===== src/rtl/i2c_tgt_pkg.sv =====
package i2c_tgt_pkg;
   typedef enum logic [3:0] {
      ST_IDLE,
      ST_ADDR,
      ST_ADDR_ACK,
      ST_REG,
      ST_REG_ACK,
      ST_WDAT,
      ST_WDAT_ACK,
      ST_RDAT,
      ST_RACK
   } tgt_state_e;
endpackage


===== src/rtl/i2c_line_sync.sv =====
module i2c_line_sync #(
   parameter int STAGES = 2,
   parameter bit FILTER = 1'b0
) (
   input  logic clk,
   input  logic rst_n,
   input  logic pin,
   output logic lvl,
   output logic rise,
   output logic fall
);
   generate
      if (STAGES < 2) begin : g_bad_stages
         $error("i2c_line_sync: STAGES must be at least 2");
      end
   endgenerate

   logic [STAGES-1:0] chain;
   logic              lvl_d, lvl_q, prev_q;

   always_ff @(posedge clk or negedge rst_n) begin
      if (!rst_n) chain <= '1;
      else        chain <= {chain[STAGES-2:0], pin};
   end

   generate
      if (FILTER) begin : g_filt
         always_comb lvl_d = (chain[STAGES-1] == chain[STAGES-2]) ? chain[STAGES-1] : lvl_q;
      end else begin : g_plain
         always_comb lvl_d = chain[STAGES-1];
      end
   endgenerate

   always_ff @(posedge clk or negedge rst_n) begin
      if (!rst_n) begin
         lvl_q  <= 1'b1;
         prev_q <= 1'b1;
      end else begin
         lvl_q  <= lvl_d;
         prev_q <= lvl_q;
      end
   end

   assign lvl  = lvl_q;
   assign rise = lvl_q & ~prev_q;
   assign fall = ~lvl_q & prev_q;
endmodule


===== src/rtl/i2c_regbank.sv =====
module i2c_regbank #(
   parameter int DATA_W = 8,
   parameter int DEPTH  = 256,
   localparam int IDX_W = $clog2(DEPTH)
) (
   input  logic              clk,
   input  logic              rst_n,
   input  logic              we,
   input  logic [IDX_W-1:0]  widx,
   input  logic [DATA_W-1:0] wdata,
   input  logic [IDX_W-1:0]  ridx,
   output logic [DATA_W-1:0] rdata
);
   logic [DATA_W-1:0] mem [DEPTH];

   generate
      for (genvar g = 0; g < DEPTH; g++) begin : g_cell
         always_ff @(posedge clk or negedge rst_n) begin
            if (!rst_n)                          mem[g] <= '0;
            else if (we && widx == IDX_W'(g))    mem[g] <= wdata;
         end
      end
   endgenerate

   assign rdata = mem[ridx];
endmodule


===== src/rtl/i2c_tgt_fsm.sv =====
module i2c_tgt_fsm
   import i2c_tgt_pkg::*;
#(
   parameter int ADDR_W = 7,
   parameter int DATA_W = 8,
   parameter int IDX_W  = 8,
   localparam int CNT_W = $clog2(DATA_W + 1)
) (
   input  logic              clk,
   input  logic              rst_n,
   input  logic              scl_rise,
   input  logic              scl_fall,
   input  logic              sda_lvl,
   input  logic              start_det,
   input  logic              stop_det,
   input  logic [ADDR_W-1:0] dev_addr,
   input  logic [DATA_W-1:0] rd_data,
   output logic              we,
   output logic [IDX_W-1:0]  widx,
   output logic [DATA_W-1:0] wdata,
   output logic [IDX_W-1:0]  ptr,
   output logic              sda_oe,
   output logic              idle,
   output logic              rd_mode
);
   localparam logic [CNT_W-1:0] CNT_FULL = CNT_W'(DATA_W);

   tgt_state_e        st;
   logic [DATA_W-1:0] sh, txb;
   logic [CNT_W-1:0]  cnt;
   logic              rw, mack;

   always_ff @(posedge clk or negedge rst_n) begin
      if (!rst_n) begin
         st     <= ST_IDLE;
         sh     <= '0;
         txb    <= '0;
         cnt    <= '0;
         rw     <= 1'b0;
         mack   <= 1'b0;
         ptr    <= '0;
         sda_oe <= 1'b0;
         we     <= 1'b0;
         widx   <= '0;
         wdata  <= '0;
      end else begin
         we <= 1'b0;
         if (start_det) begin
            st     <= ST_ADDR;
            cnt    <= '0;
            sda_oe <= 1'b0;
         end else if (stop_det) begin
            st     <= ST_IDLE;
            cnt    <= '0;
            sda_oe <= 1'b0;
         end else begin
            case (st)
               ST_ADDR, ST_REG, ST_WDAT: begin
                  if (scl_rise && cnt < CNT_FULL) begin
                     sh  <= {sh[DATA_W-2:0], sda_lvl};
                     cnt <= cnt + 1'b1;
                  end else if (scl_fall && cnt == CNT_FULL) begin
                     cnt <= '0;
                     if (st == ST_ADDR) begin
                        if (sh[DATA_W-1:1] == dev_addr) begin
                           rw     <= sh[0];
                           sda_oe <= 1'b1;
                           st     <= ST_ADDR_ACK;
                        end else begin
                           st <= ST_IDLE;
                        end
                     end else if (st == ST_REG) begin
                        ptr    <= IDX_W'(sh);
                        sda_oe <= 1'b1;
                        st     <= ST_REG_ACK;
                     end else begin
                        we     <= 1'b1;
                        widx   <= ptr;
                        wdata  <= sh;
                        ptr    <= ptr + 1'b1;
                        sda_oe <= 1'b1;
                        st     <= ST_WDAT_ACK;
                     end
                  end
               end
               ST_ADDR_ACK, ST_REG_ACK, ST_WDAT_ACK: begin
                  if (scl_fall) begin
                     cnt <= '0;
                     if (st == ST_ADDR_ACK && rw) begin
                        txb    <= rd_data;
                        sda_oe <= ~rd_data[DATA_W-1];
                        st     <= ST_RDAT;
                     end else begin
                        sda_oe <= 1'b0;
                        st     <= (st == ST_ADDR_ACK) ? ST_REG : ST_WDAT;
                     end
                  end
               end
               ST_RDAT: begin
                  if (scl_rise) begin
                     cnt <= cnt + 1'b1;
                  end else if (scl_fall) begin
                     if (cnt == CNT_FULL) begin
                        sda_oe <= 1'b0;
                        ptr    <= ptr + 1'b1;
                        st     <= ST_RACK;
                     end else begin
                        txb    <= {txb[DATA_W-2:0], 1'b0};
                        sda_oe <= ~txb[DATA_W-2];
                     end
                  end
               end
               ST_RACK: begin
                  if (scl_rise) begin
                     mack <= ~sda_lvl;
                  end else if (scl_fall) begin
                     cnt <= '0;
                     if (mack) begin
                        txb    <= rd_data;
                        sda_oe <= ~rd_data[DATA_W-1];
                        st     <= ST_RDAT;
                     end else begin
                        st <= ST_IDLE;
                     end
                  end
               end
               default: ;
            endcase
         end
      end
   end

   assign idle    = (st == ST_IDLE);
   assign rd_mode = (st == ST_RDAT) || (st == ST_RACK);
endmodule


===== src/rtl/i2c_regbank_target.sv =====
module i2c_regbank_target #(
   parameter int ADDR_W      = 7,
   parameter int DATA_W      = 8,
   parameter int DEPTH       = 256,
   parameter int SYNC_STAGES = 2,
   parameter bit GLITCH_FILT = 1'b0
) (
   input  logic              clk,
   input  logic              rst_n,
   input  logic              scl_i,
   input  logic              sda_i,
   input  logic [ADDR_W-1:0] dev_addr,
   output logic              sda_oe
);
   localparam int IDX_W = $clog2(DEPTH);

   generate
      if (ADDR_W + 1 != DATA_W) begin : g_bad_addr_w
         $error("i2c_regbank_target: address plus direction bit must fill one byte");
      end
      if (DEPTH != (1 << DATA_W)) begin : g_bad_depth
         $error("i2c_regbank_target: DEPTH must equal 2**DATA_W so the index byte covers it");
      end
   endgenerate

   logic scl_s, scl_r, scl_f;
   logic sda_s, sda_r, sda_f;
   logic start_det, stop_det;
   logic we, idle, rd_mode;
   logic [IDX_W-1:0]  widx, ptr;
   logic [DATA_W-1:0] wdata, rdata;

   i2c_line_sync #(.STAGES(SYNC_STAGES), .FILTER(GLITCH_FILT)) u_scl_sync (
      .clk(clk), .rst_n(rst_n), .pin(scl_i), .lvl(scl_s), .rise(scl_r), .fall(scl_f));
   i2c_line_sync #(.STAGES(SYNC_STAGES), .FILTER(GLITCH_FILT)) u_sda_sync (
      .clk(clk), .rst_n(rst_n), .pin(sda_i), .lvl(sda_s), .rise(sda_r), .fall(sda_f));

   assign start_det = sda_f & scl_s;
   assign stop_det  = sda_r & scl_s;

   i2c_tgt_fsm #(.ADDR_W(ADDR_W), .DATA_W(DATA_W), .IDX_W(IDX_W)) u_fsm (
      .clk(clk), .rst_n(rst_n), .scl_rise(scl_r), .scl_fall(scl_f), .sda_lvl(sda_s),
      .start_det(start_det), .stop_det(stop_det), .dev_addr(dev_addr), .rd_data(rdata),
      .we(we), .widx(widx), .wdata(wdata), .ptr(ptr), .sda_oe(sda_oe),
      .idle(idle), .rd_mode(rd_mode));

   i2c_regbank #(.DATA_W(DATA_W), .DEPTH(DEPTH)) u_bank (
      .clk(clk), .rst_n(rst_n), .we(we), .widx(widx), .wdata(wdata),
      .ridx(ptr), .rdata(rdata));
endmodule


===== config.mk =====
export PLATFORM = sky130hd
export DESIGN_NAME = i2c_regbank_target
export DESIGN_NICKNAME = d
export VERILOG_FILES = /design/src/rtl/i2c_tgt_pkg.sv /design/src/rtl/i2c_line_sync.sv /design/src/rtl/i2c_regbank.sv /design/src/rtl/i2c_tgt_fsm.sv /design/src/rtl/i2c_regbank_target.sv
export SDC_FILE = /design/constraint.sdc
export NUM_CORES = 2
export LEC_CHECK = 0
export ABC_AREA = 0
export ABC_CLOCK_PERIOD_IN_PS = 2700
export BUFFER_PORTS_ARGS = -buffer_cell sky130_fd_sc_hd__buf_2
export CORE_MARGIN = 1
export CORE_UTILIZATION = 58
export CTS_CLUSTER_SIZE = 20
export DETAILED_ROUTE_END_ITERATION = 7
export PLACE_DENSITY_LB_ADDON = 0.2
export SYNTH_ARGS = -nofsm -noshare
export SYNTH_HDL_FRONTEND = slang
export SYNTH_SLANG_ARGS = --single-unit

===== constraint.sdc =====
create_clock -name clk -period 2.7 [get_ports clk]
set_clock_uncertainty 0.1 [all_clocks]
set_input_delay 0.135 -clock clk [delete_from_list [all_inputs] [get_ports clk]]
set_output_delay 0.135 -clock clk [all_outputs]
set_load 0.01 [all_outputs]

-- Word level (Yosys, flattened, before mapping)
Cells that the tools add are included.
W data, S select, Z words.
- add/sub/neg operators: 2
- order comparisons: 2
- eq/ne operators: 289
- mux-type cells: 67
- bitwise logic cells: 18
- reductions and logical operators: 274
- operators by type and width (kind ; number):
    $eq A8 B8 Y1 const B ; 128
    $eq A8 B7 Y1 const B ; 64
    $logic_and A1 B1 Y1 ; 259
    $eq A8 B6 Y1 const B ; 32
    $eq A8 B5 Y1 const B ; 16
    $mux W4 ; 19
    $mux W8 ; 9
    $bmux W8 S8 ; 1
    $eq A8 B4 Y1 const B ; 8
    $mux W7 ; 8
    $eq A8 B3 Y1 const B ; 4
    $pmux W4 S4 ; 2
    $ne A4 B3 Y1 const B ; 7
    $mux W1 ; 21
    $pmux W7 S3 ; 1
    $reduce_and A9 Y1 ; 2
    $eq A4 B3 Y1 const B ; 4
    $eq A8 B2 Y1 const B ; 2
    $pmux W8 S2 ; 1
    $ne A2 B1 Y1 const B ; 7
    $reduce_and A7 Y1 ; 2
    $ne A4 B4 Y1 const B ; 3
    $reduce_and A4 Y1 ; 3
    $not A1 Y1 ; 11
    other kinds (24) ; 38
- register bits after elaboration: 2107
- input bits: 11
- output and inout port bits: 1
- logic and storage cells: 925

-- Depth between registers and ports, before layout
- depth in word-level cells: 11
- mapped depth: 14
- depth with buffers taken out: 9

-- Modules after synthesis
From an unflattened synthesis, not the netlist that was laid out.
- cell total of the unflattened synthesis: 6279
- area, all modules: 96591.4 um^2
- modules (own cells, without submodules) (module ; instances ; cells an instance ; area each (um^2) ; seq. area each (um^2)):
    i2c_regbank ; 1 ; 5980 ; 93454.6 ; 51249.2
    i2c_tgt_fsm ; 1 ; 285 ; 2884.0 ; 1276.2
    i2c_line_sync ; 2 ; 6 ; 120.1 ; 105.1
    i2c_regbank_target ; 1 ; 2 ; 12.5 ; 0.0

-- Worst setup path after synthesis
Ideal clock, no wire load.
- kind: register -> register
- start: register u_fsm.ptr[0]
- end: register u_fsm.txb[6]
- setup time: 124 ps
- data arrival time: 2431 ps
- data required time: 2476 ps
- setup slack: 46 ps
- stages on the path, launching flop included: 11
- path buffers: 5
- period minus slack after synthesis: 2654 ps
- path through: dfrtp_1 -> buf_6 -> buf_12 -> buf_12 -> buf_8 -> buf_2 -> mux4_2 -> a221oi_1 -> o21ai_1 -> and3_1 -> a211o_1
- longest elaborated chain between the ends: 8
- elaborated cells on any way between the ends: 10
- classes of those cells: mux: 9; bitwise: 1
- RTL lines (item ; RTL line ; RTL):
    start: declaration ; i2c_tgt_fsm.sv:21 ; output logic [IDX_W-1:0] ptr,
    start signal: assignment ; i2c_tgt_fsm.sv:73 ; ptr <= IDX_W'(sh);
    start signal: assignment ; i2c_tgt_fsm.sv:80 ; ptr <= ptr + 1'b1;
    start signal: assignment ; i2c_tgt_fsm.sv:105 ; ptr <= ptr + 1'b1;
    $not A8 Y9 (implied by the code) * ; i2c_regbank.sv:25 ; assign rdata = mem[ridx];
    $bmux W8 S8 * ; i2c_regbank.sv:25 ;
    $mux W8 (implied by the code) * (2 in series) ; i2c_regbank.sv:25 ;
    $mux W7 ; i2c_tgt_fsm.sv:118 ; if (mack) begin
    $mux W7 ; i2c_tgt_fsm.sv:116 ; end else if (scl_fall) begin
    $mux W7 ; i2c_tgt_fsm.sv:114 ; if (scl_rise) begin
    $pmux W7 S3 * ; i2c_tgt_fsm.sv:57 ; case (st)
    end signal: assignment ; i2c_tgt_fsm.sv:90 ; txb <= rd_data;
    end signal: assignment ; i2c_tgt_fsm.sv:108 ; txb <= {txb[DATA_W-2:0], 1'b0};
    end signal: assignment ; i2c_tgt_fsm.sv:119 ; txb <= rd_data;
    end: declaration ; i2c_tgt_fsm.sv:29 ; logic [DATA_W-1:0] sh, txb;
Mark *: on every way between the ends. The rest lies on a longest branch, timed or not. The select of a mux whose other input is x is not followed.
A chain may end at the register's enable or synchronous reset.

-- Final worst setup path
- start: register u_fsm.ptr[0]
- end: register u_fsm.txb[1]
The elaborated chain is that of the path after synthesis.

==> impl_metrics.toml <==
[synth]
ys_async_sr_fraction_pct = 100
synth.top_cell.area_share_pct = 54.3
syn_nets = 6404
synth_largest_area_cell = "dfrtp_1"
synth_edf_count = 0
netlist_top_cells_area = "dfrtp_1 54%, mux2_2 24%, mux4_2 11%"
synthTopCellsByCount = "2099 x dfrtp_1, 2084 x mux2_2, 452 x mux4_2"
ys.flop_type = "dfrtp_1"
ys_ff_latch = 2107
yosysMostFrequentCell = "dfrtp_1"
synth_cells = 6390
ys.warnings.count = 0
avgSynthCellArea_sq_um = 15.1
yosysUniqueCellTypes = 84
netlist_area_sq_um = 96700
yosysSeqAreaShare_pct = 54.5

[clock_network]
cts-root-buf = "clkbuf_16"
cts_tree = "yes"
clk-insertion-delay-late_ns = 0.87
cts_buffer_depth = 3
cts.sinks = 2107
numCtsBuffers = 216
clk_pin_slew_ns = 0.06
htree_levels = 4

[power]
power.density_nw_per_um2 = 572
max-vdd-ir-drop_mv = 0.747
combPwrFrac_pct = 3.6
switching_share_pct = 22.4
p_int_mw = 50.6
clkPwrFrac_pct = 47.4
p_seq_share_pct = 48.9
p_switching_mw = 14.6
p_leak_nw = 54.2

[place]
numPortBuffers = 11
hpwl_microns = 200000
dpl_cell_area_sq_um = 105000
gp_congestion = 0.997

[sta]
rsz0062_at_grt = "yes"
setup_ws_ns = -0.532
slew_violations = 0
period_needed_ns = 3.23
setup_viol = 8
tightest_slew_ns = 1.31
fmax_mhz = 309
finalCritPeriodShare_pct = 120
hold_viol = 0
slew_headroom_pct = 12.6

[global_route]
grt_pass1_wl_microns = 441000
track_usage_pct = 35.8
grt_pass1_vias = 64300
gr-total-overflow = 0
antenna_found_initial = 7
grt_max_degree = 125

[route]
dr.first_iter.drc_count = 6618
drtPass1Iterations = 8
drt.antenna.violating_nets = 0
routedWlPerCell_microns = 31.7
totalWireLength_microns = 298000
drc = 0
vias = 62500
routed_via_density = 6.63

[floorplanning]
row_count = 149
die_w_microns = 410
core_area_sq_um = 165000
fp.dieH_microns = 410
die_area_sq_um = 168000
initial_utilization_pct = 58.5
io_pins = 12

[hold_path]
min_path_type = "primary input to asynchronous set/reset pin"

[layout]
design_area_sq_um = 114000
nNetsFinal = 7062
syn2layout_area_growth_pct = 18.0
drive_gt1_share_pct = 54.7
fin_util_pct = 69.1

[worst_setup_path]
setup.worst_path.start = "u_fsm.ptr[0]"
cp.arrival_ns = 3.86
rr_startpoint = "u_fsm.ptr[0]"
path_class = "register to register"
start_kind = "register"
cp_max_fo = 8
critPathRequiredTime_ns = 3.33
setup.worst_path.end_class = "register"

[status]
violations = "negative setup slack"
status = "finished with violations"

[run]
drv_cap = 0
-- flip-flops by register name (all words and copies together), names as in the netlist, 2 cells and up --
register,cells
u_fsm.wdata,8
u_fsm.cnt,4
u_scl_sync.chain,2
u_fsm.ptr,8
u_fsm.widx,8
u_fsm.txb,7
u_sda_sync.chain,2
u_fsm.sh,8
u_fsm.st,4
u_bank.mem,2048
-- final cells by class --
class | count | area (sq um)
Sequential cell | 2107 | 52800
Fill cell | 11100 | 51100
Multi-Input combinational cell | 3788 | 42100
Timing Repair Buffer | 917 | 8890
Clock buffer | 320 | 6390
Tap cell | 2189 | 2740
Clock inverter | 84 | 1020
Inverter | 18 | 72.6
Antenna cell | 6 | 15.0
-- routing by layer --
metal | vias to the layer above | track usage, % | share of wire [%]
met2 | 2941 | 52.7 | 45
met5 | - | 0 | 0.018
met1 | 33600 | 50.2 | 41
li1 | 25200 | - | -
met3 | 752 | 8.90 | 9.2
met4 | 8 | 17.0 | 5.4
-- metrics by stage --
stage                     TNS [ns]  hold WS, ns  cells  power [mW]  setup slack, ns
after floorplan                  0       -0.261   6390        33.2           0.0455
after global placement       -5.49       0.0427   8959        34.8           -0.910
after detailed placement     -5.66       0.0436   8959        34.8           -0.963
after CTS                    -3.12       0.0287   9399        65.5           -0.451
after global routing         -4.09       0.0567   9424        67.0           -0.503
final                        -3.78       0.0599   9429        65.2           -0.532
-- kinds of logic after synthesis --
family | Yosys count | share of synthesized area [%]
muxes | 2731 | 36.8
DFF | 2107 | 54.5
and+or+nand+nor | 631 | 2.89
buffers and inverters | 495 | 2.59
AOI/OAI and AO/OA | 413 | 3.00
xor gates and xnor gates | 10 | 0.0906
adders and majority gates | 3 | 0.0388
-- power groups by stage --
stage,Sequential [mW],Combinational [mW],Clock (mW)
floorplan,32.4,0.827,0
global placement,32.5,2.27,0
detailed placement,32.5,2.31,0
CTS,31.9,2.34,31.2
global route,31.9,2.61,32.5
finish,31.9,2.38,30.9
-- layout by cell type (no fill, tap or decap), drive strengths merged, types with 54 or more instances in the layout --
master	Yosys	final
buf	134	905
mux2i	194	194
clkinv	0	54
a22oi	66	66
clkbuf	343	324
nor2	227	227
mux2	2084	2084
dfrtp	2099	2099
o21ai	60	60
a21oi	71	71
nand2	223	223
mux4	453	453
-- what timing repair did --
item / 4_1_cts / 5_1_grt
cloned: 2 / 4
setup buffers: 27 / 22
endpoints found under the setup margin: 8 / 34
endpoints found under the hold margin: 2103 / 0
hold buffers: 8 / 0
pin swaps: 12 / 36
resized for setup: 114 / 72
-- worst max-delay path: stages (launching register included) --
cell	delay [ns]
dfrtp_4	0.51
buf_12	0.19
buf_16	0.18
buf_8	0.11
mux4_2	0.50
mux4_2	0.49
nor2_1	0.12
a31oi_1	0.08
a211oi_4	0.44
buf_6	0.17
or4_1	0.09
o211ai_1	0.09
-- final timing paths --
path                                             to  slack (ns)  cells after the start
worst min-delay path               u_bank.mem[2013]        0.06                      3
max in group asynchronous           u_bank.mem[588]        1.63                      4
worst min register to register  u_sda_sync.chain[1]        0.26                      0
min in group clk                       u_fsm.sda_oe        0.23                      8
worst max-delay path                   u_fsm.txb[1]       -0.53                     11
worst max register to register         u_fsm.txb[1]       -0.53                     11
Power figures use the tool's default switching activity.
